===== config.mk =====
export PLATFORM = sky130hd
export DESIGN_NAME = pio_cell
export DESIGN_NICKNAME = d
export VERILOG_FILES = /design/src/rtl/pio_pkg.sv /design/src/rtl/pio_ctl.sv /design/src/rtl/pio_chmux.sv /design/src/rtl/pio_reg.sv /design/src/rtl/pio_cell.sv
export SDC_FILE = /design/constraint.sdc
export NUM_CORES = 1
export LEC_CHECK = 0
export BUFFER_PORTS_ARGS = -buffer_cell sky130_fd_sc_hd__buf_2
export CAP_MARGIN = 20
export CORE_MARGIN = 8
export CORE_UTILIZATION = 35
export CTS_BUF_LIST = sky130_fd_sc_hd__clkbuf_4 sky130_fd_sc_hd__clkbuf_8
export DETAILED_ROUTE_END_ITERATION = 10
export PLACE_DENSITY = 0.77
export SLEW_MARGIN = 25
export SYNTH_ARGS = -nofsm -noshare
export SYNTH_HDL_FRONTEND = slang
export SYNTH_SLANG_ARGS = --single-unit

===== constraint.sdc =====
create_clock -name clk -period 2.18 [get_ports clk]
set_input_delay 0.327 -clock clk [delete_from_list [all_inputs] [get_ports clk]]
set_output_delay 0.327 -clock clk [all_outputs]
set_load 0.01 [all_outputs]

===== src/rtl/pio_pkg.sv =====
package pio_pkg;
  localparam int PBUS   = 2;
  localparam int PSEL_W = (PBUS > 1) ? $clog2(PBUS) : 1;
  localparam int NLINE  = 2;

  typedef enum logic [1:0] {
    REG_NONE = 2'd0,
    REG_IN   = 2'd1,
    REG_OUT  = 2'd2,
    REG_NONE2 = 2'd3
  } reg_mode_e;

  typedef enum logic [1:0] {
    OE_OFF  = 2'd0,
    OE_ON   = 2'd1,
    OE_CLK1 = 2'd2,
    OE_CLR1 = 2'd3
  } oe_src_e;
endpackage


===== src/rtl/pio_ctl.sv =====
module pio_ctl
  import pio_pkg::*;
(
  input  logic [PBUS-1:0]   pclk,
  input  logic [PBUS-1:0]   pclr,
  input  logic [PSEL_W-1:0] cfg_clk_sel,
  input  logic              cfg_clk_inv,
  input  logic              cfg_clr_en,
  input  logic [PSEL_W-1:0] cfg_clr_sel,
  input  logic              cfg_clr_inv,
  input  oe_src_e           oe_src,
  input  logic              cfg_oe_inv,
  output logic              stb,
  output logic              clr_act,
  output logic              oe
);
  logic oe_raw;

  always_comb begin
    stb     = pclk[cfg_clk_sel] ^ cfg_clk_inv;
    clr_act = cfg_clr_en & (pclr[cfg_clr_sel] ^ cfg_clr_inv);
    case (oe_src)
      OE_OFF:  oe_raw = 1'b0;
      OE_ON:   oe_raw = 1'b1;
      OE_CLK1: oe_raw = pclk[PBUS-1];
      default: oe_raw = pclr[PBUS-1];
    endcase
    oe = oe_raw ^ cfg_oe_inv;
  end
endmodule


===== src/rtl/pio_chmux.sv =====
module pio_chmux #(
  parameter int NCH   = 21,
  parameter int SEL_W = (NCH > 1) ? $clog2(NCH) : 1
) (
  input  logic [NCH-1:0]   ch,
  input  logic [SEL_W-1:0] sel,
  output logic             dout
);
  always_comb begin
    dout = 1'b0;
    for (int i = 0; i < NCH; i++) begin
      if (sel == SEL_W'(i)) dout = ch[i];
    end
  end
endmodule


===== src/rtl/pio_reg.sv =====
module pio_reg (
  input  logic clk,
  input  logic arst_n,
  input  logic en,
  input  logic d,
  output logic q
);
  logic q_nxt;

  always_comb begin
    q_nxt = q;
    if (en) q_nxt = d;
  end

  always_ff @(posedge clk or negedge arst_n) begin
    if (!arst_n) q <= 1'b0;
    else         q <= q_nxt;
  end
endmodule


===== src/rtl/pio_cell.sv =====
module pio_cell
  import pio_pkg::*;
#(
  parameter int NCH   = 21,
  parameter int SEL_W = (NCH > 1) ? $clog2(NCH) : 1
) (
  input  logic              clk,
  input  logic              rst_n,
  input  logic [SEL_W-1:0]  cfg_sel,
  input  logic [1:0]        cfg_reg_mode,
  input  logic [PSEL_W-1:0] cfg_clk_sel,
  input  logic              cfg_clk_inv,
  input  logic              cfg_clr_en,
  input  logic [PSEL_W-1:0] cfg_clr_sel,
  input  logic              cfg_clr_inv,
  input  logic [1:0]        cfg_oe_src,
  input  logic              cfg_oe_inv,
  input  logic [PBUS-1:0]   pclk,
  input  logic [PBUS-1:0]   pclr,
  input  logic [NCH-1:0]    chan_in,
  output logic [NLINE-1:0]  chan_out,
  output logic              pad_o,
  output logic              pad_oe,
  input  logic              pad_i
);
  reg_mode_e mode;
  logic      stb, clr_act, oe;
  logic      sel_data, q, reg_d, pin_val, in_val, reg_rst_n;

  assign mode = reg_mode_e'(cfg_reg_mode);

  pio_ctl u_ctl (
    .pclk        (pclk),
    .pclr        (pclr),
    .cfg_clk_sel (cfg_clk_sel),
    .cfg_clk_inv (cfg_clk_inv),
    .cfg_clr_en  (cfg_clr_en),
    .cfg_clr_sel (cfg_clr_sel),
    .cfg_clr_inv (cfg_clr_inv),
    .oe_src      (oe_src_e'(cfg_oe_src)),
    .cfg_oe_inv  (cfg_oe_inv),
    .stb         (stb),
    .clr_act     (clr_act),
    .oe          (oe)
  );

  pio_chmux #(.NCH(NCH), .SEL_W(SEL_W)) u_mux (
    .ch   (chan_in),
    .sel  (cfg_sel),
    .dout (sel_data)
  );

  // Clear is folded into the register's asynchronous reset.
  assign reg_rst_n = rst_n & ~clr_act;

  pio_reg u_reg (
    .clk    (clk),
    .arst_n (reg_rst_n),
    .en     (stb),
    .d      (reg_d),
    .q      (q)
  );

  always_comb begin
    pad_o   = (mode == REG_OUT) ? q : sel_data;
    pad_oe  = oe;
    pin_val = oe ? pad_o : pad_i;
    reg_d   = (mode == REG_OUT) ? sel_data : pin_val;
    in_val  = (mode == REG_IN) ? q : pin_val;
  end

  for (genvar g = 0; g < NLINE; g++) begin : g_line
    assign chan_out[g] = in_val;
  end
endmodule


==> out/qor.txt, run 1 <==
Reg2Reg Depth - 2
Via-to-Cell Ratio - 5.466
Detailed Place HPWL - 1.705 mm
Type of the worst min-delay path - primary input to asynchronous set/reset pin
CTS clk-pin slew, worst paths - 0 ps
Yosys cell types - 42
Vias in the first global route - 824
First-pass GRT wire length - 3.180 mm
Initial core utilization - 0.3630
# placed instances - 146
Actual slew at the worst max-slew pin - 507.3 ps
Post-route cell area - 895.9 µm²
Register area - 25.02 µm²
Max-cap violations - 0
Post-synthesis xor/xnor area fraction - 0.04286
Final setup violation count - 2
Worst-path fanout max - 8
Initial antenna violation count - 0
IR drop worst, VDD - 0.1870 mV
Reg with most FFs - u_reg.q
Rel. slew slack - 0.6607
Port bufs - 46
Core outline area - 1689 µm²
Routability cong. - 0.8479
Post-Synth Simple-Gate Area - 0.3490
Fin. Hold Viols - 0
Syn Nets - 130
Number of diodes - 0
Largest net degree at the start of global routing - 12
Register area share after synthesis - 0.04082
Fill cells - 168
Multi-input gate area - 546.8 µm²
Yosys reg bits - 1
Final nets - 174
Crit path time final - 2195 ps
Regs by FF count - u_reg.q: 1 flops
Die extent in y - 57.86 µm
Yosys warns - 0
Routed Wire Length - 1.999 mm
Internal power - 114.9 µW
Setup crit start kind - primary input
Post-DP Area - 832.0 µm²
Status - finished with violations
Switching Fraction - 0.4431
Die Wd - 57.86 µm
DR pass1 iterations - 4
Worst r2r src - u_reg.q
Fmax - 455.6 MHz
Clk pwr share - 0
Period Utilization, post-route - 1.007
Via count - 798
Multiplexer share of the synthesized area - 0.1020
Die area - 3347 µm²
Combinational power share - 0.863
Skew final - 0 ps
Routed wire per std cell - 13.69 µm
Worst skew pair latency - 0 ps
Post-CTS Hold Buffers - 0
WP data arrival - 1870 ps
Crit end category - primary output
Num ports - 47
RSZ-0062 raised after global routing - true
Synth Area per Inst - 7.047 µm²
DRC - 0
Num rows - 15
Synthesized-area fraction occupied by adder cells - 0
Share of cells above drive strength 1 - 0.4419
Final WS setup - -15.05 ps
Post-synthesis compound-gate area fraction - 0.3327
Mapped cell area - 613.1 µm²
Initial drt markers - 17
Final cell count without fillers - 146
Max reg flops - 1
Cell leakage power - 0.0004401 µW
Worst r2r dst - u_reg.q
P&R area growth vs syn - 46.12%
GR Util All Layers - 0.1090
Power density over the cells - 230.2 nW/µm²
Final Max Tran Viols - 0
Main combinational cell family by area after synthesis - simple AND/OR/NAND/NOR gates
Register share of total power - 0.137
Post-synthesis cell count - 87
Reg2Reg Setup Slack - 1540 ps
ANT nets after route - 0
WP data required - 1850 ps
Gr ovfl total - 0
Violated checks - setup timing
Critical setup path kind - primary input to primary output
Switching pwr - 91.38 µW
-- cell usage in the layout (no fill, tap or decap), drive strengths merged, types with 3 or more instances in the layout --
cell type,instances
o21ai,5
inv,7
a21oi,8
nor2,7
nor3,3
mux2i,4
nor2b,4
nand2,5
a31oi,4
buf,49
-- worst max-delay path: stages --
cell,delay (ps)
buf_12,120
nor4b_4,280
a21oi_1,70
a2111o_1,470
a31oi_4,210
o211ai_1,110
nand4_1,140
buf_2,140
-- kinds of logic (layout without fill, tap and decap cells) --
family | after synthesis | after routing
AND/OR/NAND/NOR | 34 | 34
AO/OA/AOI/OAI | 30 | 30
buffers and inverters | 14 | 56
multiplexers | 5 | 5
XOR/XNOR | 3 | 3
flip-flops | 1 | 1
-- layout make-up --
type | count | share of cell area
inverter | 7 | 0.02933
multi-input combinational | 72 | 0.6103
sequential | 1 | 0.02793
tap | 17 | 0.02374
timing repair buffer | 49 | 0.3087
-- per-stage QoR --
step                setup slack, ps  setup TNS (ps)  power, µW  hold slack [ps]  utilization
floorplan                     138.6               0      134.8            137.2            -
global placement              46.04               0      187.0            250.1       0.4926
detailed placement           -3.220          -5.523      192.4            256.6       0.4926
CTS                           2.455               0      198.1            256.6       0.5044
global route                 -70.34          -179.5      225.0            274.0       0.5304
finish                       -15.05          -30.02      206.2            247.1       0.5304
-- repair_timing --
action                     in CTS  in global routing
pin swaps                       1                  4
hold endpoints to repair        0                  0
setup endpoints to repair       2                  3
setup buffers                   0                  0
gates resized for setup         3                 14
-- power groups by stage --
stage               Clock, µW  Combinational, µW  Sequential, µW
CTS                         0                170            28.1
floorplan                   0                108            27.2
global route                0                196            28.9
finish                      0                178            28.3
global placement            0                159            28.1
detailed placement          0                164            28.2
-- routing by layer --
metal	GRT usage	up-vias	wire length [µm]
met4	0.01049	0	14
met1	0.1168	342	863
met3	0.02870	2	173
met2	0.2118	43	948
met5	0	-	0
li1	-	411	-
-- cells in the mapped netlist --
cell	number	area, µm²
a21oi_1	8	40.04
inv_1	7	26.28
nor2_1	7	26.28
nand2_1	5	18.77
mux2i_1	4	40.04
nor2b_1	4	25.02
a31oi_1	3	18.77
buf_4	3	22.52
nor3_1	3	15.01
o21ai_0	3	15.01
a21o_1	2	15.01
buf_2	2	10.01
buf_6	2	22.52
nand2b_1	2	12.51
nand3b_1	2	15.01
nand4_1	2	12.51
o21ai_1	2	10.01
xor2_1	2	17.52
a2111o_1	1	11.26
a211oi_1	1	7.510
a21boi_0	1	7.510
a31oi_2	1	12.51
a32oi_1	1	8.760
and2_1	1	6.260
and2b_1	1	7.510
and4b_1	1	10.01
dfrtp_1	1	25.02
mux4_2	1	22.52
nand4b_1	1	8.760
nor3b_1	1	7.510
nor4b_4	1	23.77
nor4bb_1	1	10.01
o211a_1	1	10.01
o211ai_1	1	7.510
o21bai_1	1	7.510
o221ai_1	1	8.760
o22ai_1	1	6.260
o2bb2ai_1	1	8.760
o32ai_1	1	8.760
or3_1	1	6.260
or3b_1	1	8.760
xnor2_1	1	8.760
-- how the worst max path moves through the flow --
stage	from	endpoint	slack [ps]	cells after the start
finish	cfg_sel[0]	chan_out[1]	-20	8
global route	cfg_sel[0]	chan_out[1]	-70	8
CTS	cfg_sel[0]	chan_out[1]	2	8
floorplan	cfg_sel[0]	chan_out[0]	140	8
detailed placement	cfg_sel[1]	chan_out[1]	-3	8
global placement	cfg_sel[2]	chan_out[1]	50	8
No activity file was read; power rests on OpenSTA's default activity.
==> run 2: changes to the inputs <==
--- a/config.mk
+++ b/config.mk
@@ -5,13 +5,14 @@
 export SDC_FILE = /design/constraint.sdc
 export NUM_CORES = 1
 export LEC_CHECK = 0
-export BUFFER_PORTS_ARGS = -buffer_cell sky130_fd_sc_hd__buf_2
 export CAP_MARGIN = 20
+export CORE_ASPECT_RATIO = 1.1
 export CORE_MARGIN = 8
 export CORE_UTILIZATION = 35
 export CTS_BUF_LIST = sky130_fd_sc_hd__clkbuf_4 sky130_fd_sc_hd__clkbuf_8
 export DETAILED_ROUTE_END_ITERATION = 10
-export PLACE_DENSITY = 0.77
+export DONT_BUFFER_PORTS = 1
+export PLACE_DENSITY = 0.54
 export SLEW_MARGIN = 25
 export SYNTH_ARGS = -nofsm -noshare
 export SYNTH_HDL_FRONTEND = slang
==> run 2 against run 1 <==
Compared with the run above:
- largest cell class unchanged
- the flow now finishes without violations
- sequential cell count unchanged
- wire length down 13%
- largest power group unchanged
- hold slack worse by 93 ps
- cell count down 32%
- first-iteration DRC count down 71%
- core utilization down 19 points
==> out/qor.txt, run 2 (synthesized netlist as in run 1, its figures left out) <==
Num rows - 16 (was 15)
Actual slew at the worst max-slew pin - 296.9 ps (was 507.3 ps)
Cell leakage power - 0.0002282 µW (was 0.0004401 µW)
Fmax - 512.1 MHz (was 455.6 MHz)
Type of the worst min-delay path - primary input to asynchronous set/reset pin (unchanged)
Die area - 3348 µm² (was 3347 µm²)
Gr ovfl total - 0 (unchanged)
Fill cells - 195 (was 168)
Setup crit start kind - primary input (unchanged)
Die extent in y - 59.90 µm (was 57.86 µm)
Routed wire per std cell - 17.55 µm (was 13.69 µm)
Crit path time final - 1953 ps (was 2195 ps)
Initial drt markers - 5 (was 17)
P&R area growth vs syn - -4.082% (was 46.12%)
Max-cap violations - 0 (unchanged)
Period Utilization, post-route - 0.8957 (was 1.007)
Vias in the first global route - 598 (was 824)
Num ports - 47 (unchanged)
Max reg flops - 1 (unchanged)
Post-CTS Hold Buffers - 0 (unchanged)
DR pass1 iterations - 4 (unchanged)
First-pass GRT wire length - 2.773 mm (was 3.180 mm)
Most frequent cells in the layout - a21oi_1 (8), inv_1 (7), nor2_1 (7) (was buf_2 (43), a21oi_1 (8), inv_1 (7), nor2_1 (7), nand2_1 (5))
Core Util, Final - 0.3416 (was 0.5304)
Port bufs - 0 (was 46)
Via count - 608 (was 798)
Largest stage delay on the critical path - 460 ps (was 470 ps)
IR drop worst, VDD - 0.1685 mV (was 0.1870 mV)
Worst-path fanout max - 12 (was 8)
Final nets - 126 (was 174)
Number of diodes - 0 (unchanged)
Setup TNS - 0 ps (was -30.02 ps)
Final cell count without fillers - 99 (was 146)
Worst skew pair latency - 0 ps (about the same)
Cts repair resizes - 0 (was 3)
Core outline area - 1722 µm² (was 1689 µm²)
Final Max Tran Viols - 0 (unchanged)
# placed instances - 99 (was 146)
WP data required - 1850 ps (about the same)
Rel. slew slack - 0.7994 (was 0.6607)
CTS clk-pin slew, worst paths - 0 ps (about the same)
DRC - 0 (unchanged)
Share of cells above drive strength 1 - 0.04938 (was 0.4419)
Reg with most FFs - u_reg.q (unchanged)
Largest net degree at the start of global routing - 20 (was 12)
Crit end category - primary output (unchanged)
Via-to-Cell Ratio - 6.141 (was 5.466)
GR Util All Layers - 0.09453 (was 0.1090)
Most common cell after layout, fill and taps aside - a21oi_1 (was buf_2)
Status - finished clean (was finished with violations)
Reg2Reg Setup Slack - 1550 ps (was 1540 ps)
Worst Path Buf+Inv - 0 (was 2)
Routability cong. - 0.7041 (was 0.8479)
WP data arrival - 1630 ps (was 1870 ps)
Regs by FF count - u_reg.q: 1 flops (unchanged)
ANT nets after route - 0 (unchanged)
Crit-path cells - and2b_1 -> mux4_2 -> o21bai_1 -> a31oi_2 -> o211ai_1 -> nand4_1 (was buf_12 -> nor4b_4 -> a21oi_1 -> a2111o_1 -> a31oi_4 -> o211ai_1 -> nand4_1 -> buf_2)
Fin. Hold Viols - 0 (unchanged)
RSZ-0062 raised after global routing - false (was true)
Final setup violation count - 0 (was 2)
Slowest cell on crit path - mux4_2 (was a2111o_1)
Detailed Place HPWL - 1.478 mm (was 1.705 mm)
Critical setup path kind - primary input to primary output (unchanged)
Initial core utilization - 0.3561 (was 0.3630)
Routed Wire Length - 1.737 mm (was 1.999 mm)
Die Wd - 55.91 µm (was 57.86 µm)
Post-CTS Setup Inserts - 0 (unchanged)
Initial antenna violation count - 0 (unchanged)
Skew final - 0 ps (unchanged)
Power density over the cells - 210.9 nW/µm² (was 230.2 nW/µm²)
CP delay by family, top - multiplexers (was compound AO/OA/AOI/OAI gates)
-- run 2: changes by cell type in the layout (fill, tap and decap cells not counted), sizes merged --
cell,delta
buf,-48
-- run 2: through the flow --
stage,power (µW),cell area [µm²],hold WS [ps],setup slack [ps]
6_report,124.0,588.1,154.2,227.3
5_1_grt,137.2,588.1,177.2,86.06
4_1_cts,124.5,588.1,162.2,208.4
3_5_place_dp,124.4,588.1,162.2,207.7
3_3_place_gp,123.5,588.1,152.3,242.5
2_1_floorplan,134.8,613.1,137.2,138.6
-- run 2: power by group --
| group | leakage (µW) | internal [µW] | switching, µW |
|---|---|---|---|
| Sequential | 0.0000126 | 23.5 | 5.15 |
| Combinational | 0.000216 | 47.1 | 48.2 |
| Clock | 0 | 0 | 0 |
| Total | 0.000228 | 70.7 | 53.4 |
-- run 2: final cells by class --
class / instances / area (µm²) / share of cell area
multi-input cells: 72 / 506.7 / 0.8617
well taps: 18 / 22.52 / 0.03830
flip-flops and latches: 1 / 25.02 / 0.04255
repair buffers: 1 / 7.507 / 0.01277
inverters: 7 / 26.28 / 0.04468
-- run 2: per-layer routing --
metal,part of all wire,track usage,up-vias
li1,-,-,315
met1,0.41,0.1034,265
met2,0.45,0.1699,28
met3,0.14,0.04883,0
met4,0,0,0
met5,0,0,-
-- run 2: final timing paths --
path                                    end  cells after the start        start
worst max-delay path            chan_out[1]                      6   cfg_sel[2]
worst min-delay path                u_reg.q                      1   cfg_clr_en
worst max register to register      u_reg.q                      2      u_reg.q
worst min register to register      u_reg.q                      2      u_reg.q
max in group asynchronous           u_reg.q                      3  cfg_clr_sel
min in group clk                    u_reg.q                      2      u_reg.q
==> run 3: changes to the inputs <==
--- a/config.mk
+++ b/config.mk
@@ -7,12 +7,13 @@
 export LEC_CHECK = 0
 export CAP_MARGIN = 20
 export CORE_ASPECT_RATIO = 1.1
-export CORE_MARGIN = 8
+export CORE_MARGIN = 10
 export CORE_UTILIZATION = 35
 export CTS_BUF_LIST = sky130_fd_sc_hd__clkbuf_4 sky130_fd_sc_hd__clkbuf_8
 export DETAILED_ROUTE_END_ITERATION = 10
 export DONT_BUFFER_PORTS = 1
 export PLACE_DENSITY = 0.54
+export RECOVER_POWER = 50
 export SLEW_MARGIN = 25
 export SYNTH_ARGS = -nofsm -noshare
 export SYNTH_HDL_FRONTEND = slang
==> run 3 against run 2 <==
Compared with the run above:
- die area increased by 14%
- largest cell class unchanged
- sequential share of layout area about the same
- cell count decreased by 1.0%
- combinational power decreased by 2%
- total power decreased by 1.9%
- clock skew unchanged
- cell area decreased by 0.85%
- via count increased by 2.8%
- largest power group unchanged
==> out/qor.txt, run 3 (synthesized netlist as in run 1, its figures left out) <==
Status - finished clean (unchanged)
Final nets - 126 (unchanged)
Via-to-Cell Ratio - 6.378 (was 6.141)
Cell leakage power - 0.0002246 µW (was 0.0002282 µW)
Setup crit start kind - primary input (unchanged)
Met3 Use GR - 0.05534 (was 0.04883)
Final WS setup - 244.0 ps (was 227.3 ps)
Post-CTS Hold Buffers - 0 (unchanged)
Worst-path fanout max - 17 (was 12)
WP data arrival - 1610 ps (was 1630 ps)
Num ports - 47 (unchanged)
Max reg flops - 1 (unchanged)
Largest stage delay on the critical path - 390 ps (was 460 ps)
Clk pwr share - 0 (about the same)
Actual slew at the worst max-slew pin - 426.1 ps (was 296.9 ps)
Worst slack, placed - 218.7 ps (was 207.7 ps)
Rel. slew slack - 0.7149 (was 0.7994)
# placed instances - 98 (was 99)
First-pass GRT wire length - 2.718 mm (was 2.773 mm)
RSZ-0062 raised after global routing - false (unchanged)
Core outline area - 1614 µm² (was 1722 µm²)
Routed Wire Length - 1.726 mm (was 1.737 mm)
Power, Total - 121.6 µW (was 124.0 µW)
Largest net degree at the start of global routing - 20 (unchanged)
Post-CTS Setup Inserts - 0 (unchanged)
GRT met1 Usage - 0.07658 (was 0.1034)
Combinational power share - 0.769 (about the same)
CTS clk-pin slew, worst paths - 0 ps (about the same)
Gr ovfl total - 0 (unchanged)
Fin. Hold Viols - 0 (unchanged)
Port bufs - 0 (unchanged)
Final Max Tran Viols - 0 (unchanged)
Die Wd - 59.91 µm (was 55.91 µm)
Initial antenna violation count - 0 (unchanged)
Max-cap violations - 0 (unchanged)
Type of the worst min-delay path - primary input to asynchronous set/reset pin (unchanged)
Fill cells - 182 (was 195)
Initial core utilization - 0.3798 (was 0.3561)
Core Util, Final - 0.3612 (was 0.3416)
Switching Fraction - 0.4389 (was 0.4302)
Final cell count without fillers - 98 (was 99)
Power density over the cells - 208.6 nW/µm² (was 210.9 nW/µm²)
P&R area growth vs syn - -4.898% (was -4.082%)
ANT nets after route - 0 (unchanged)
DRC - 0 (unchanged)
Most frequent cells in the layout - a21oi_1 (8), inv_1 (7), nor2_1 (7) (unchanged)
WP data required - 1850 ps (about the same)
Critical setup path kind - primary input to primary output (unchanged)
GR Util All Layers - 0.08164 (was 0.09453)
Die extent in y - 63.90 µm (was 59.90 µm)
Most common cell after layout, fill and taps aside - a21oi_1 (unchanged)
Reg with most FFs - u_reg.q (unchanged)
Internal power - 68.24 µW (was 70.67 µW)
Crit path time final - 1936 ps (was 1953 ps)
Routability cong. - 0.7875 (was 0.7041)
Via count - 625 (was 608)
Vias in the first global route - 618 (was 598)
IR drop worst, VDD - 0.1452 mV (was 0.1685 mV)
CP delay by family, top - simple AND/OR/NAND/NOR gates (was multiplexers)
Final setup violation count - 0 (unchanged)
Fmax - 516.5 MHz (was 512.1 MHz)
Num rows - 15 (was 16)
Skew final - 0 ps (unchanged)
Initial drt markers - 20 (was 5)
Register share of total power - 0.231 (about the same)
Detailed Place HPWL - 1.518 mm (was 1.478 mm)
DR pass1 iterations - 4 (unchanged)
Period Utilization, post-route - 0.8881 (was 0.8957)
Slowest cell on crit path - or3b_1 (was mux4_2)
Setup TNS - 0 ps (unchanged)
Number of diodes - 0 (unchanged)
Share of cells above drive strength 1 - 0.03704 (was 0.04938)
Worst skew pair latency - 0 ps (about the same)
Crit-path cells - or3b_1 -> or3_1 -> o221ai_1 -> a31oi_2 -> o211ai_1 -> nand4_1 (was and2b_1 -> mux4_2 -> o21bai_1 -> a31oi_2 -> o211ai_1 -> nand4_1)
Die area - 3828 µm² (was 3348 µm²)
Most Crowded Layer GR - met2 (unchanged)
Switching pwr - 53.38 µW (was 53.36 µW)
Regs by FF count - u_reg.q: 1 flops (unchanged)
Routed wire per std cell - 17.61 µm (was 17.55 µm)
Cts repair resizes - 0 (unchanged)
Crit end category - primary output (unchanged)
Worst Path Buf+Inv - 0 (unchanged)
GR Layer Usage met2 - 0.1495 (was 0.1699)
## run 3: final timing paths
path / startpoint / end / slack [ps] / depth (start not counted)
setup / recovery: cfg_sel[0] / chan_out[0] / 240 / 6
hold reg to reg: u_reg.q / u_reg.q / 540 / 2
hold / removal: cfg_clr_en / u_reg.q / 150 / 1
setup reg to reg: u_reg.q / u_reg.q / 1520 / 2
max in group asynchronous: cfg_clr_sel / u_reg.q / 1560 / 3
min in group clk: u_reg.q / u_reg.q / 540 / 2
## run 3: final cells by class
type / count / area [µm²] / area share
tap: 17 / 21.27 / 0.03648
timing repair buffer: 1 / 3.754 / 0.006438
sequential: 1 / 25.02 / 0.04292
multi-input combinational: 72 / 506.7 / 0.8691
inverter: 7 / 26.28 / 0.04506
## run 3: layer usage
| metal | vias up | part of all wire |
|---|---|---|
| met5 | - | 0 |
| met1 | 282 | 0.34 |
| met4 | 0 | 0 |
| met3 | 0 | 0.17 |
| met2 | 30 | 0.49 |
| li1 | 313 | - |
## run 3: power groups by stage
stage / Clock, µW / Combinational [µW] / Sequential (µW)
6_report: 0 / 93.5 / 28.1
5_1_grt: 0 / 104 / 28.9
4_1_cts: 0 / 97.5 / 28.2
3_5_place_dp: 0 / 97.5 / 28.2
3_3_place_gp: 0 / 96.1 / 28.2
2_1_floorplan: 0 / 108 / 27.2
## run 3: metrics by stage
stage          cell area (µm²)  hold slack, ps
2_1_floorplan            613.1           137.2
5_1_grt                  583.1           163.5
3_3_place_gp             586.8           149.7
3_5_place_dp             586.8           153.5
4_1_cts                  586.8           153.5
6_report                 583.1           149.7
## run 3: worst reg2reg max path, delay by kind of cell (launching register included)
kind | cells | cell delay (ps)
AND/OR/NAND/NOR | 1 | 60
AO/OA/AOI/OAI | 1 | 80
flip-flops | 1 | 380
